==> src/rtl/eeprom_ctrl_pkg.sv <==
package eeprom_ctrl_pkg;

  typedef enum logic [3:0] {
    ST_IDLE,
    ST_RD_SETUP,
    ST_RD_WAIT,
    ST_RD_END,
    ST_WR_SETUP,
    ST_WR_PULSE,
    ST_WR_HOLD,
    ST_PL_SETUP,
    ST_PL_WAIT,
    ST_PL_GAP,
    ST_DONE
  } seq_state_t;

  // Access time in ns turned into whole clocks, rounded up, at least one.
  function automatic int unsigned ns_to_cycles(int unsigned ns, int unsigned mhz);
    int unsigned c;
    c = (ns * mhz + 999) / 1000;
    return (c == 0) ? 1 : c;
  endfunction

  // Microsecond budget turned into clocks.
  function automatic int unsigned us_to_cycles(int unsigned us, int unsigned mhz);
    return us * mhz;
  endfunction

  function automatic int unsigned max3(int unsigned a, int unsigned b, int unsigned c);
    int unsigned m;
    m = (a > b) ? a : b;
    return (m > c) ? m : c;
  endfunction

endpackage

==> src/rtl/ee_phase_timer.sv <==
module ee_phase_timer #(
  parameter int CNT_W = 8
) (
  input  logic             clk,
  input  logic             rst_n,
  input  logic             restart,
  input  logic [CNT_W-1:0] target,
  output logic             last
);

  logic [CNT_W-1:0] cnt_q;

  assign last = (cnt_q == target - 1'b1);

  always_ff @(posedge clk or negedge rst_n) begin
    if (!rst_n) begin
      cnt_q <= '0;
    end else if (restart) begin
      cnt_q <= '0;
    end else if (!last) begin
      cnt_q <= cnt_q + 1'b1;
    end
  end

endmodule

==> src/rtl/ee_poll_watchdog.sv <==
module ee_poll_watchdog #(
  parameter int unsigned LIMIT = 1000
) (
  input  logic clk,
  input  logic rst_n,
  input  logic run,
  output logic expired
);

  localparam int W = $clog2(LIMIT + 1) + 1;
  localparam logic [W-1:0] LIM = W'(LIMIT);

  logic [W-1:0] cnt_q;

  assign expired = (cnt_q >= LIM);

  always_ff @(posedge clk or negedge rst_n) begin
    if (!rst_n) begin
      cnt_q <= '0;
    end else if (!run) begin
      cnt_q <= '0;
    end else if (!expired) begin
      cnt_q <= cnt_q + 1'b1;
    end
  end

endmodule

==> src/rtl/ee_seq_fsm.sv <==
module ee_seq_fsm
  import eeprom_ctrl_pkg::*;
#(
  parameter int ADDR_W    = 11,
  parameter int DATA_W    = 8,
  parameter int SETUP_CYC = 2,
  parameter int PULSE_CYC = 20,
  parameter int HOLD_CYC  = 2,
  parameter int READ_CYC  = 30,
  parameter int TMR_W     = 8
) (
  input  logic              clk,
  input  logic              rst_n,
  input  logic              req_valid,
  input  logic              req_write,
  input  logic [ADDR_W-1:0] req_addr,
  input  logic [DATA_W-1:0] req_wdata,
  input  logic              phase_last,
  input  logic              poll_expired,
  input  logic [DATA_W-1:0] dq_in,
  output seq_state_t        state,
  output logic              phase_restart,
  output logic [TMR_W-1:0]  phase_target,
  output logic              poll_run,
  output logic              accept_evt,
  output logic              sample_evt,
  output logic              match_evt,
  output logic              req_ready,
  output logic              rsp_done,
  output logic              rsp_error,
  output logic [DATA_W-1:0] rsp_rdata,
  output logic [ADDR_W-1:0] ee_addr,
  output logic              ee_ce_n,
  output logic              ee_oe_n,
  output logic              ee_we_n,
  output logic [DATA_W-1:0] ee_dq_out,
  output logic              ee_dq_oe
);

  seq_state_t        state_q, state_d;
  logic [ADDR_W-1:0] addr_q;
  logic [DATA_W-1:0] wdata_q;
  logic [DATA_W-1:0] rdata_q;
  logic              match_q;
  logic              err_q;

  assign state = state_q;

  always_comb begin
    unique case (state_q)
      ST_RD_SETUP, ST_WR_SETUP, ST_PL_SETUP: phase_target = TMR_W'(SETUP_CYC);
      ST_WR_PULSE:                           phase_target = TMR_W'(PULSE_CYC);
      ST_WR_HOLD:                            phase_target = TMR_W'(HOLD_CYC);
      ST_RD_WAIT, ST_PL_WAIT:                phase_target = TMR_W'(READ_CYC);
      default:                               phase_target = TMR_W'(1);
    endcase
  end

  assign accept_evt = (state_q == ST_IDLE) && req_valid;
  assign sample_evt = ((state_q == ST_RD_WAIT) || (state_q == ST_PL_WAIT)) && phase_last;
  assign match_evt  = (state_q == ST_PL_WAIT) && phase_last && (dq_in == wdata_q);
  assign poll_run   = (state_q == ST_PL_SETUP) || (state_q == ST_PL_WAIT) ||
                      (state_q == ST_PL_GAP);

  always_comb begin
    state_d = state_q;
    unique case (state_q)
      ST_IDLE:     if (req_valid) state_d = req_write ? ST_WR_SETUP : ST_RD_SETUP;
      ST_RD_SETUP: if (phase_last) state_d = ST_RD_WAIT;
      ST_RD_WAIT:  if (phase_last) state_d = ST_RD_END;
      ST_RD_END:   if (phase_last) state_d = ST_DONE;
      ST_WR_SETUP: if (phase_last) state_d = ST_WR_PULSE;
      ST_WR_PULSE: if (phase_last) state_d = ST_WR_HOLD;
      ST_WR_HOLD:  if (phase_last) state_d = ST_PL_SETUP;
      ST_PL_SETUP: if (phase_last) state_d = ST_PL_WAIT;
      ST_PL_WAIT:  if (phase_last) state_d = ST_PL_GAP;
      ST_PL_GAP: begin
        if (phase_last) begin
          if (match_q || poll_expired) state_d = ST_DONE;
          else                         state_d = ST_PL_SETUP;
        end
      end
      ST_DONE:     state_d = ST_IDLE;
      default:     state_d = ST_IDLE;
    endcase
  end

  assign phase_restart = (state_d != state_q);

  always_ff @(posedge clk or negedge rst_n) begin
    if (!rst_n) begin
      state_q <= ST_IDLE;
      addr_q  <= '0;
      wdata_q <= '0;
      rdata_q <= '0;
      match_q <= 1'b0;
      err_q   <= 1'b0;
    end else begin
      state_q <= state_d;
      if (accept_evt) begin
        addr_q  <= req_addr;
        wdata_q <= req_wdata;
        match_q <= 1'b0;
        err_q   <= 1'b0;
      end
      if (sample_evt) begin
        rdata_q <= dq_in;
        match_q <= match_evt;
      end
      if ((state_q == ST_PL_GAP) && phase_last && !match_q && poll_expired) begin
        err_q <= 1'b1;
      end
    end
  end

  always_comb begin
    ee_ce_n  = 1'b1;
    ee_oe_n  = 1'b1;
    ee_we_n  = 1'b1;
    ee_dq_oe = 1'b0;
    unique case (state_q)
      ST_RD_SETUP, ST_PL_SETUP: ee_ce_n = 1'b0;
      ST_RD_WAIT, ST_PL_WAIT: begin
        ee_ce_n = 1'b0;
        ee_oe_n = 1'b0;
      end
      ST_WR_SETUP, ST_WR_HOLD: begin
        ee_ce_n  = 1'b0;
        ee_dq_oe = 1'b1;
      end
      ST_WR_PULSE: begin
        ee_ce_n  = 1'b0;
        ee_we_n  = 1'b0;
        ee_dq_oe = 1'b1;
      end
      default: ;
    endcase
  end

  assign ee_addr   = addr_q;
  assign ee_dq_out = wdata_q;
  assign req_ready = (state_q == ST_IDLE);
  assign rsp_done  = (state_q == ST_DONE);
  assign rsp_error = (state_q == ST_DONE) && err_q;
  assign rsp_rdata = rdata_q;

endmodule

==> src/rtl/eeprom_host_ctrl.sv <==
module eeprom_host_ctrl
  import eeprom_ctrl_pkg::*;
#(
  parameter int ADDR_W       = 11,
  parameter int DATA_W       = 8,
  parameter int CLK_MHZ      = 200,
  parameter int READ_NS      = 150,
  parameter int WRITE_MAX_US = 10000,
  parameter int SETUP_CYC    = 2,
  parameter int PULSE_CYC    = 20,
  parameter int HOLD_CYC     = 2
) (
  input  logic              clk,
  input  logic              rst_n,
  input  logic              req_valid,
  input  logic              req_write,
  input  logic [ADDR_W-1:0] req_addr,
  input  logic [DATA_W-1:0] req_wdata,
  output logic              req_ready,
  output logic              rsp_done,
  output logic              rsp_error,
  output logic [DATA_W-1:0] rsp_rdata,
  output logic [ADDR_W-1:0] ee_addr,
  output logic              ee_ce_n,
  output logic              ee_oe_n,
  output logic              ee_we_n,
  output logic [DATA_W-1:0] ee_dq_out,
  output logic              ee_dq_oe,
  input  logic [DATA_W-1:0] ee_dq_in
);

  localparam int unsigned READ_CYC   = ns_to_cycles(READ_NS, CLK_MHZ);
  localparam int unsigned POLL_LIMIT = us_to_cycles(WRITE_MAX_US, CLK_MHZ);
  localparam int unsigned LONGEST    = max3(max3(SETUP_CYC, PULSE_CYC, HOLD_CYC), READ_CYC, 1);
  localparam int TMR_W               = $clog2(LONGEST + 1) + 1;

  seq_state_t       state;
  logic             phase_restart;
  logic [TMR_W-1:0] phase_target;
  logic             phase_last;
  logic             poll_run;
  logic             poll_expired;
  logic             accept_evt;
  logic             sample_evt;
  logic             match_evt;

  ee_seq_fsm #(
    .ADDR_W(ADDR_W), .DATA_W(DATA_W), .SETUP_CYC(SETUP_CYC), .PULSE_CYC(PULSE_CYC),
    .HOLD_CYC(HOLD_CYC), .READ_CYC(int'(READ_CYC)), .TMR_W(TMR_W)
  ) fsm_i (
    .clk(clk), .rst_n(rst_n),
    .req_valid(req_valid), .req_write(req_write), .req_addr(req_addr), .req_wdata(req_wdata),
    .phase_last(phase_last), .poll_expired(poll_expired), .dq_in(ee_dq_in),
    .state(state), .phase_restart(phase_restart), .phase_target(phase_target),
    .poll_run(poll_run), .accept_evt(accept_evt), .sample_evt(sample_evt), .match_evt(match_evt),
    .req_ready(req_ready), .rsp_done(rsp_done), .rsp_error(rsp_error), .rsp_rdata(rsp_rdata),
    .ee_addr(ee_addr), .ee_ce_n(ee_ce_n), .ee_oe_n(ee_oe_n), .ee_we_n(ee_we_n),
    .ee_dq_out(ee_dq_out), .ee_dq_oe(ee_dq_oe)
  );

  ee_phase_timer #(.CNT_W(TMR_W)) timer_i (
    .clk(clk), .rst_n(rst_n), .restart(phase_restart),
    .target(phase_target), .last(phase_last)
  );

  ee_poll_watchdog #(.LIMIT(POLL_LIMIT)) wdog_i (
    .clk(clk), .rst_n(rst_n), .run(poll_run), .expired(poll_expired)
  );

endmodule

==> config.mk <==
export PLATFORM = sky130hd
export DESIGN_NAME = eeprom_host_ctrl
export DESIGN_NICKNAME = d
export VERILOG_FILES = /design/src/rtl/eeprom_ctrl_pkg.sv /design/src/rtl/ee_phase_timer.sv /design/src/rtl/ee_poll_watchdog.sv /design/src/rtl/ee_seq_fsm.sv /design/src/rtl/eeprom_host_ctrl.sv
export SDC_FILE = /design/constraint.sdc
export NUM_CORES = 1
export LEC_CHECK = 0
export BUFFER_PORTS_ARGS = -buffer_cell sky130_fd_sc_hd__buf_2
export CORE_MARGIN = 2
export CORE_UTILIZATION = 33
export CTS_CLUSTER_SIZE = 10
export DETAILED_ROUTE_END_ITERATION = 8
export HOLD_SLACK_MARGIN = 0.12
export PLACE_DENSITY = 0.62
export SLEW_MARGIN = 30
export SYNTH_ARGS = -nofsm -noshare
export SYNTH_HDL_FRONTEND = slang
export SYNTH_SLANG_ARGS = --single-unit
==> constraint.sdc <==
create_clock -name clk -period 4.7 [get_ports clk]
set_input_delay 0.94 -clock clk [delete_from_list [all_inputs] [get_ports clk]]
set_output_delay 0.94 -clock clk [all_outputs]
set_load 0.02 [all_outputs]
### Yosys cells after proc, flatten, opt, wreduce, memory -nomap -nowiden

Index checks and enable logic that the tools add are counted.

* latch bits: 0
* input port bits: 31
* logic and storage cells: 72
* memories kept: 0
* bits in read-only memories: 0
* output and inout bits: 34
* memory bits (writable): 0
* bits in registers: 61

* divide/modulo/power cells: 0
* bitwise gates (word level): 0
* $mul: 0
* $lt $le $gt $ge: 1
* shifts and indexed selects: 0
* equality and inequality tests: 15
* reduce and logical (&&, ||, !) cells: 20
* $add $sub $neg: 3
* multiplexer cells: 25

Operators by type and width (number)
* $mux W22: 2
* $mux W4: 11
* $pmux W4 S10: 1
* $add A22 B1 Y22 const B: 1
* $ge A22 B21 Y1 const B: 1
* $eq A4 B3 Y1 const B: 4
* $pmux W5 S3: 1
* $eq A4 B4 Y1 const B: 3
* $mux W6: 2
* $eq A4 B2 Y1 const B: 2
* $eq A8 B8 Y1: 1
* $logic_and A1 B1 Y1: 8
* $mux W1: 7
* $reduce_or A7 Y1: 1
* $add A6 B1 Y6 const B: 1
* $eq A6 B6 Y1: 1
* $sub A5 B1 Y6 const B: 1
* $eq A4 B1 Y1 const B: 1
* $logic_not A4 Y1: 1
* $logic_or A1 B1 Y1: 4
* $ne A2 B2 Y1 const B: 2
* $ne A4 B4 Y1: 1
* $reduce_bool A2 Y1: 2
* $reduce_or A4 Y1: 1
* other kinds (4): 4

### Logic depth before layout (Yosys ltp)

* word-level depth: 9
* mapped depth: 8
* mapped depth without buffers: 7

### By module

A second synthesis with hierarchy kept.

* cells, all modules: 331
* area total of the unflattened synthesis: 3390.8 um^2

By module, submodules not included
* ee_seq_fsm: area an instance 1670.4 um^2, cells each 143, instances 1, sequential area each 825.8 um^2
* ee_poll_watchdog: area an instance 1198.6 um^2, cells each 130, instances 1, sequential area each 550.5 um^2
* ee_phase_timer: area an instance 521.8 um^2, cells each 58, instances 1, sequential area each 150.1 um^2

### Worst setup path after synthesis

Ideal clock, no wire load.

* path type: reg-to-reg
* start point: register fsm_i.state_q[1] (netlist: fsm_i.state[1])
* end point: register timer_i.cnt_q[0]
* arrival: 2512 ps
* data required time: 4558 ps
* library setup time: 142 ps
* stages on the path, launching flop included: 9
* buffers on the path: 2
* slack: 2046 ps
* period minus slack after synthesis: 2654 ps
* path through: dfrtp_1 buf_2 clkbuf_1 nor4_1 a31oi_1 o21ai_0 o22ai_1 a211oi_2 nor4_1

* elaborated cells on any way between the ends: 29
* those cells by class: 1 x add/sub; 12 x eq/ne; 13 x mux; 3 x reduce/logical

RTL lines
* from (decl): RTL line ee_seq_fsm.sv:40 `seq_state_t state_q, state_d;`
* from (signal assigned): RTL line ee_seq_fsm.sv:99 `state_q <= state_d;`
* $logic_not A4 Y1 (*)
* net req_ready: RTL line eeprom_host_ctrl.sv:19 `output logic req_ready,`
* $pmux W4 S10 (*): RTL line ee_seq_fsm.sv:67 `unique case (state_q)`
* $ne A4 B4 Y1 (*): RTL line ee_seq_fsm.sv:88 `assign phase_restart = (state_d != state_q);`
* $ne A2 B2 Y1 (no line) or $mux W6 (tied branches)
* to (signal assigned): RTL line ee_phase_timer.sv:21 `cnt_q <= cnt_q + 1'b1;`
* to (decl): RTL line ee_phase_timer.sv:11 `logic [CNT_W-1:0] cnt_q;`

Mark *: on every way through the listed nets, which the timed path passes. The rest lies on a longest branch.
A chain may end at the register's enable or synchronous reset.

### Worst setup path after layout

* start point: register fsm_i.state_q[0] (netlist: fsm_i.state[0])
* end point: output port ee_ce_n

* word-level cells in the longest chain between the ends: 3
* elaborated cells on any way between the ends: 9
* those cells by class: 7 x eq/ne; 1 x mux; 1 x reduce/logical

Ends and longest elaborated chain
* $eq A4 B1 Y1 (tied with other cells): RTL line ee_seq_fsm.sv:121 `unique case (state_q)`
* $reduce_or A7 Y1 (no line) (*)
* $mux W1 (*): RTL line ee_seq_fsm.sv:121
* to (decl): RTL line eeprom_host_ctrl.sv:24 `output logic ee_ce_n,`

Mark *: on every way between the ends. The rest lies on a longest branch, timed or not.

==> impl_table.tex <==
\begin{tabular}{lr}
\hline
Metric & Value \\
\hline
\multicolumn{2}{l}{\textbf{Clock tree}} \\
\quad Root buffer selected by CTS & clkbuf\_8 \\
\quad Clock transition at the registers of the reported paths & 0.06 ns \\
\quad CTS-repair resized insts & 0 \\
\quad TritonCTS Sinks & 61 \\
\quad Number of clock buffers inserted by TritonCTS & 9 \\
\quad Maximum buffer depth of the clock tree & 2 \\
\quad CTS tree & done \\
\quad Number of hold buffers added after CTS & 0 \\
\quad Post-CTS Setup Inserts & 0 \\
\quad Maximum level of the CTS H-tree & 3 \\
\quad Clock latency on the worst-skew pair & 0.34 ns \\
\multicolumn{2}{l}{\textbf{Layout}} \\
\quad Util after Layout & 0.399 \\
\quad Layout Area Growth over Synthesis & 18.8\% \\
\quad Total inserted antenna cells & 0 \\
\quad Number of filler cells placed in the layout & 935 \\
\quad Share of final-layout standard cells stronger than drive strength 1 & 0.315 \\
\quad Fin nets & 406 \\
\multicolumn{2}{l}{\textbf{STA}} \\
\quad Endpoints failing hold & 0 \\
\quad Setup TNS & 0 ns \\
\quad Final critical path time including I/O delays and setup & 2.86 ns \\
\quad Worst setup margin & 1.84 ns \\
\quad Worst setup skew after layout & 0.00903 ns \\
\quad Peak Freq & 0.350 GHz \\
\quad Final Hold Slack & 0.500 ns \\
\quad Final number of max-transition violations & 0 \\
\quad Final-report setup violation count & 0 \\
\quad Final critical-path share of the clock period & 0.608 \\
\quad Headroom to the max-slew limit & 0.377 \\
\quad Setup repair after global routing missed its margin & no \\
\quad Transition time at the pin with the least slew margin & 0.932 ns \\
\multicolumn{2}{l}{\textbf{Yosys}} \\
\quad Share of synthesized flip-flops with an asynchronous set or reset & 1.00 \\
\quad Number of flops mapped to enable cells by yosys & 0 \\
\quad Leading post-synthesis cells by instance count & dfrtp\_1 (61), nor2\_1 (34), mux2\_2 (27) \\
\quad Cell taking the most area after synthesis & dfrtp\_1 \\
\quad Mapped Avg Cell Area & 10.6 um2 \\
\quad Flip-flop cell with the highest count after synthesis & dfrtp\_1 \\
\quad Seq cells post-synth & 61 \\
\quad Yosys warnings & 0 \\
\quad Sequential fraction of the synthesis area & 0.470 \\
\quad Area share of the leading cell type in the synthesized netlist & 0.470 \\
\quad Most used standard cell by instance count after synthesis & dfrtp\_1 \\
\quad Count of unique library cells instantiated by Yosys & 57 \\
\quad Synth area leaders & dfrtp\_1 (47\%), mux2\_2 (9.4\%), xnor2\_1 (4.0\%) \\
\quad Post-Syn Area & 0.00325 mm2 \\
\quad Synthesized instance count & 307 \\
\quad Nets in the synthesized netlist & 341 \\
\multicolumn{2}{l}{\textbf{Global route}} \\
\quad Total overflow reported by the global router & 0 \\
\quad All-layer global routing usage & 0.140 \\
\quad Number of antenna violations at the first check in global routing & 0 \\
\quad Largest net degree at the start of global routing & 34 \\
\quad Wire length of the first global-routing pass & 11.5 mm \\
\quad Via count of the first global-routing pass & 2330 \\
\multicolumn{2}{l}{\textbf{Outcome}} \\
\quad Outcome & complete, no violations \\
\multicolumn{2}{l}{\textbf{Setup path}} \\
\quad Data arrival time of the critical path & 1.92 ns \\
\quad Number of cells traversed by the worst register-to-register path & 6 \\
\quad Crit Path Class & reg -> out \\
\quad Worst setup EP type & output port \\
\quad Minimum setup slack among reg-to-reg paths & 1.99 ns \\
\quad CP startpoint kind & register \\
\quad Required arrival time at the worst endpoint & 3.76 ns \\
\quad Max FO, Critical Path & 20 \\
\multicolumn{2}{l}{\textbf{Floorplanning}} \\
\quad Die boundary width & 103 um \\
\quad Area of the core region & 0.00968 mm2 \\
\quad Starting density of the core & 0.336 \\
\quad Die ar. & 0.0107 mm2 \\
\quad Num ports & 65 \\
\quad Die Span Y & 103 um \\
\quad Floorplan row count & 36 \\
\multicolumn{2}{l}{\textbf{Min path}} \\
\quad HP Class & reg -> reg \\
\quad Hold path cells & 1 \\
\multicolumn{2}{l}{\textbf{Routing}} \\
\quad Routed met3 length & 545 um \\
\quad Remaining antenna violation count & 0 \\
\quad Average routed wire per standard cell & 14.1 um \\
\quad Detailed-route wire length on metal 1 & 3.35 mm \\
\quad Wirelength, routed & 7.16 mm \\
\quad Initial detailed-routing violation count & 199 \\
\quad Routed length on met2 & 3.12 mm \\
\quad 1st-pass router iterations & 4 \\
\quad Highest routed layer & met4 \\
\quad Via count of the routed design & 2549 \\
\quad Post-detailed-route via-to-cell ratio & 5.02 \\
\quad Number of remaining DRC errors & 0 \\
\multicolumn{2}{l}{\textbf{Placed design}} \\
\quad Final weighted congestion of routability-driven global placement & 0.914 \\
\quad Count of buffers from port buffering & 64 \\
\quad Final HPWL from detailed placement & 5.19 mm \\
\quad Worst slack at placement & 2.03 ns \\
\multicolumn{2}{l}{\textbf{Power and ir drop}} \\
\quad Leakage dissipation & 1.88 nW \\
\quad Power density cells & 248 mW/mm2 \\
\quad Max rail drop VDD & 0.133 mV \\
\multicolumn{2}{l}{\textbf{Run}} \\
\quad Count of maximum capacitance violations & 0 \\
\hline
\end{tabular}
[per-layer routing]
metal	global-route usage	up-vias
li1	-	1233
met1	0.197	1212
met2	0.196	92
met3	0.0390	12
met4	0.0749	0
met5	0	-
[registers in the layout, indices dropped and copies added, names as in the netlist]
| register | flops |
|---|---|
| fsm_i.ee_dq_out | 8 |
| wdog_i.cnt_q | 22 |
| timer_i.cnt_q | 6 |
| fsm_i.err_q | 1 |
| fsm_i.ee_addr | 11 |
| fsm_i.rsp_rdata | 8 |
| fsm_i.match_q | 1 |
| fsm_i.state | 4 |
[area by class of cell]
class | count | area (um2) | area share
well taps | 133 | 166 | 0.0431
clock buffers | 12 | 155 | 0.0402
clock inverters | 2 | 10.0 | 0.00259
repair buffers | 66 | 335 | 0.0868
multi-input cells | 222 | 1620 | 0.420
flip-flops and latches | 61 | 1530 | 0.395
inverters | 12 | 45.0 | 0.0117
[worst max-delay path: stages, from the launching register on]
cell and delay [ns]:
dfrtp_1 0.59, or3b_1 0.45, a21oi_1 0.27, nor2_1 0.10
buf_2 0.17
[power by group]
group | switching [mW] | internal [mW]
Combinational | 0.0168 | 0.0111
Clock | 0.191 | 0.212
Sequential | 0 | 0.525
[kinds of logic (layout without fill, tap and decap cells)]
group,count (synthesis),count (layout),share of synthesized area
simple gates,107,107,0.173
flops,61,61,0.470
compound gates,52,52,0.129
xor+xnor,31,31,0.0858
mux,29,29,0.0997
buf+inv,24,92,0.0312
fa+ha+maj,3,3,0.0115
[placed cells by master, fill, tap and decap left out, types with 4 or more instances in the layout]
cell	instances
o21ai_0	9
nor3_1	7
inv_1	12
nand2_1	17
nand2b_1	4
or3_1	4
xnor2_1	15
nand3_1	5
clkbuf_8	11
a21oi_1	11
o22ai_1	4
nor4_1	11
nor2_1	34
dfrtp_1	61
buf_2	64
mux2_2	27
and3_1	6
xor2_1	15
[worst paths after layout]
| check | to | startpoint |
|---|---|---|
| setup reg to reg | timer_i.cnt_q[3]$_DFFE_PN0P_ | fsm_i.state[0]$_DFF_PN0_ |
| min in group asynchronous | wdog_i.cnt_q[16]$_DFFE_PN0P_ | rst_n |
| max in group asynchronous | fsm_i.rsp_rdata[3]$_DFFE_PN0P_ | rst_n |
| setup / recovery | ee_ce_n | fsm_i.state[0]$_DFF_PN0_ |
| hold reg to reg | fsm_i.ee_addr[2]$_DFFE_PN0P_ | fsm_i.ee_addr[2]$_DFFE_PN0P_ |
| hold / removal | fsm_i.ee_addr[2]$_DFFE_PN0P_ | fsm_i.ee_addr[2]$_DFFE_PN0P_ |
[metrics by stage]
stage | instances | power (mW) | instance area (um2)
4_1_cts | 508 | 0.973 | 3860
5_1_grt | 508 | 0.994 | 3860
3_5_place_dp | 494 | 0.564 | 3700
3_3_place_gp | 494 | 0.563 | 3700
2_1_floorplan | 307 | 0.538 | 3250
6_report | 508 | 0.957 | 3860
(Power assumes the default switching activity.)
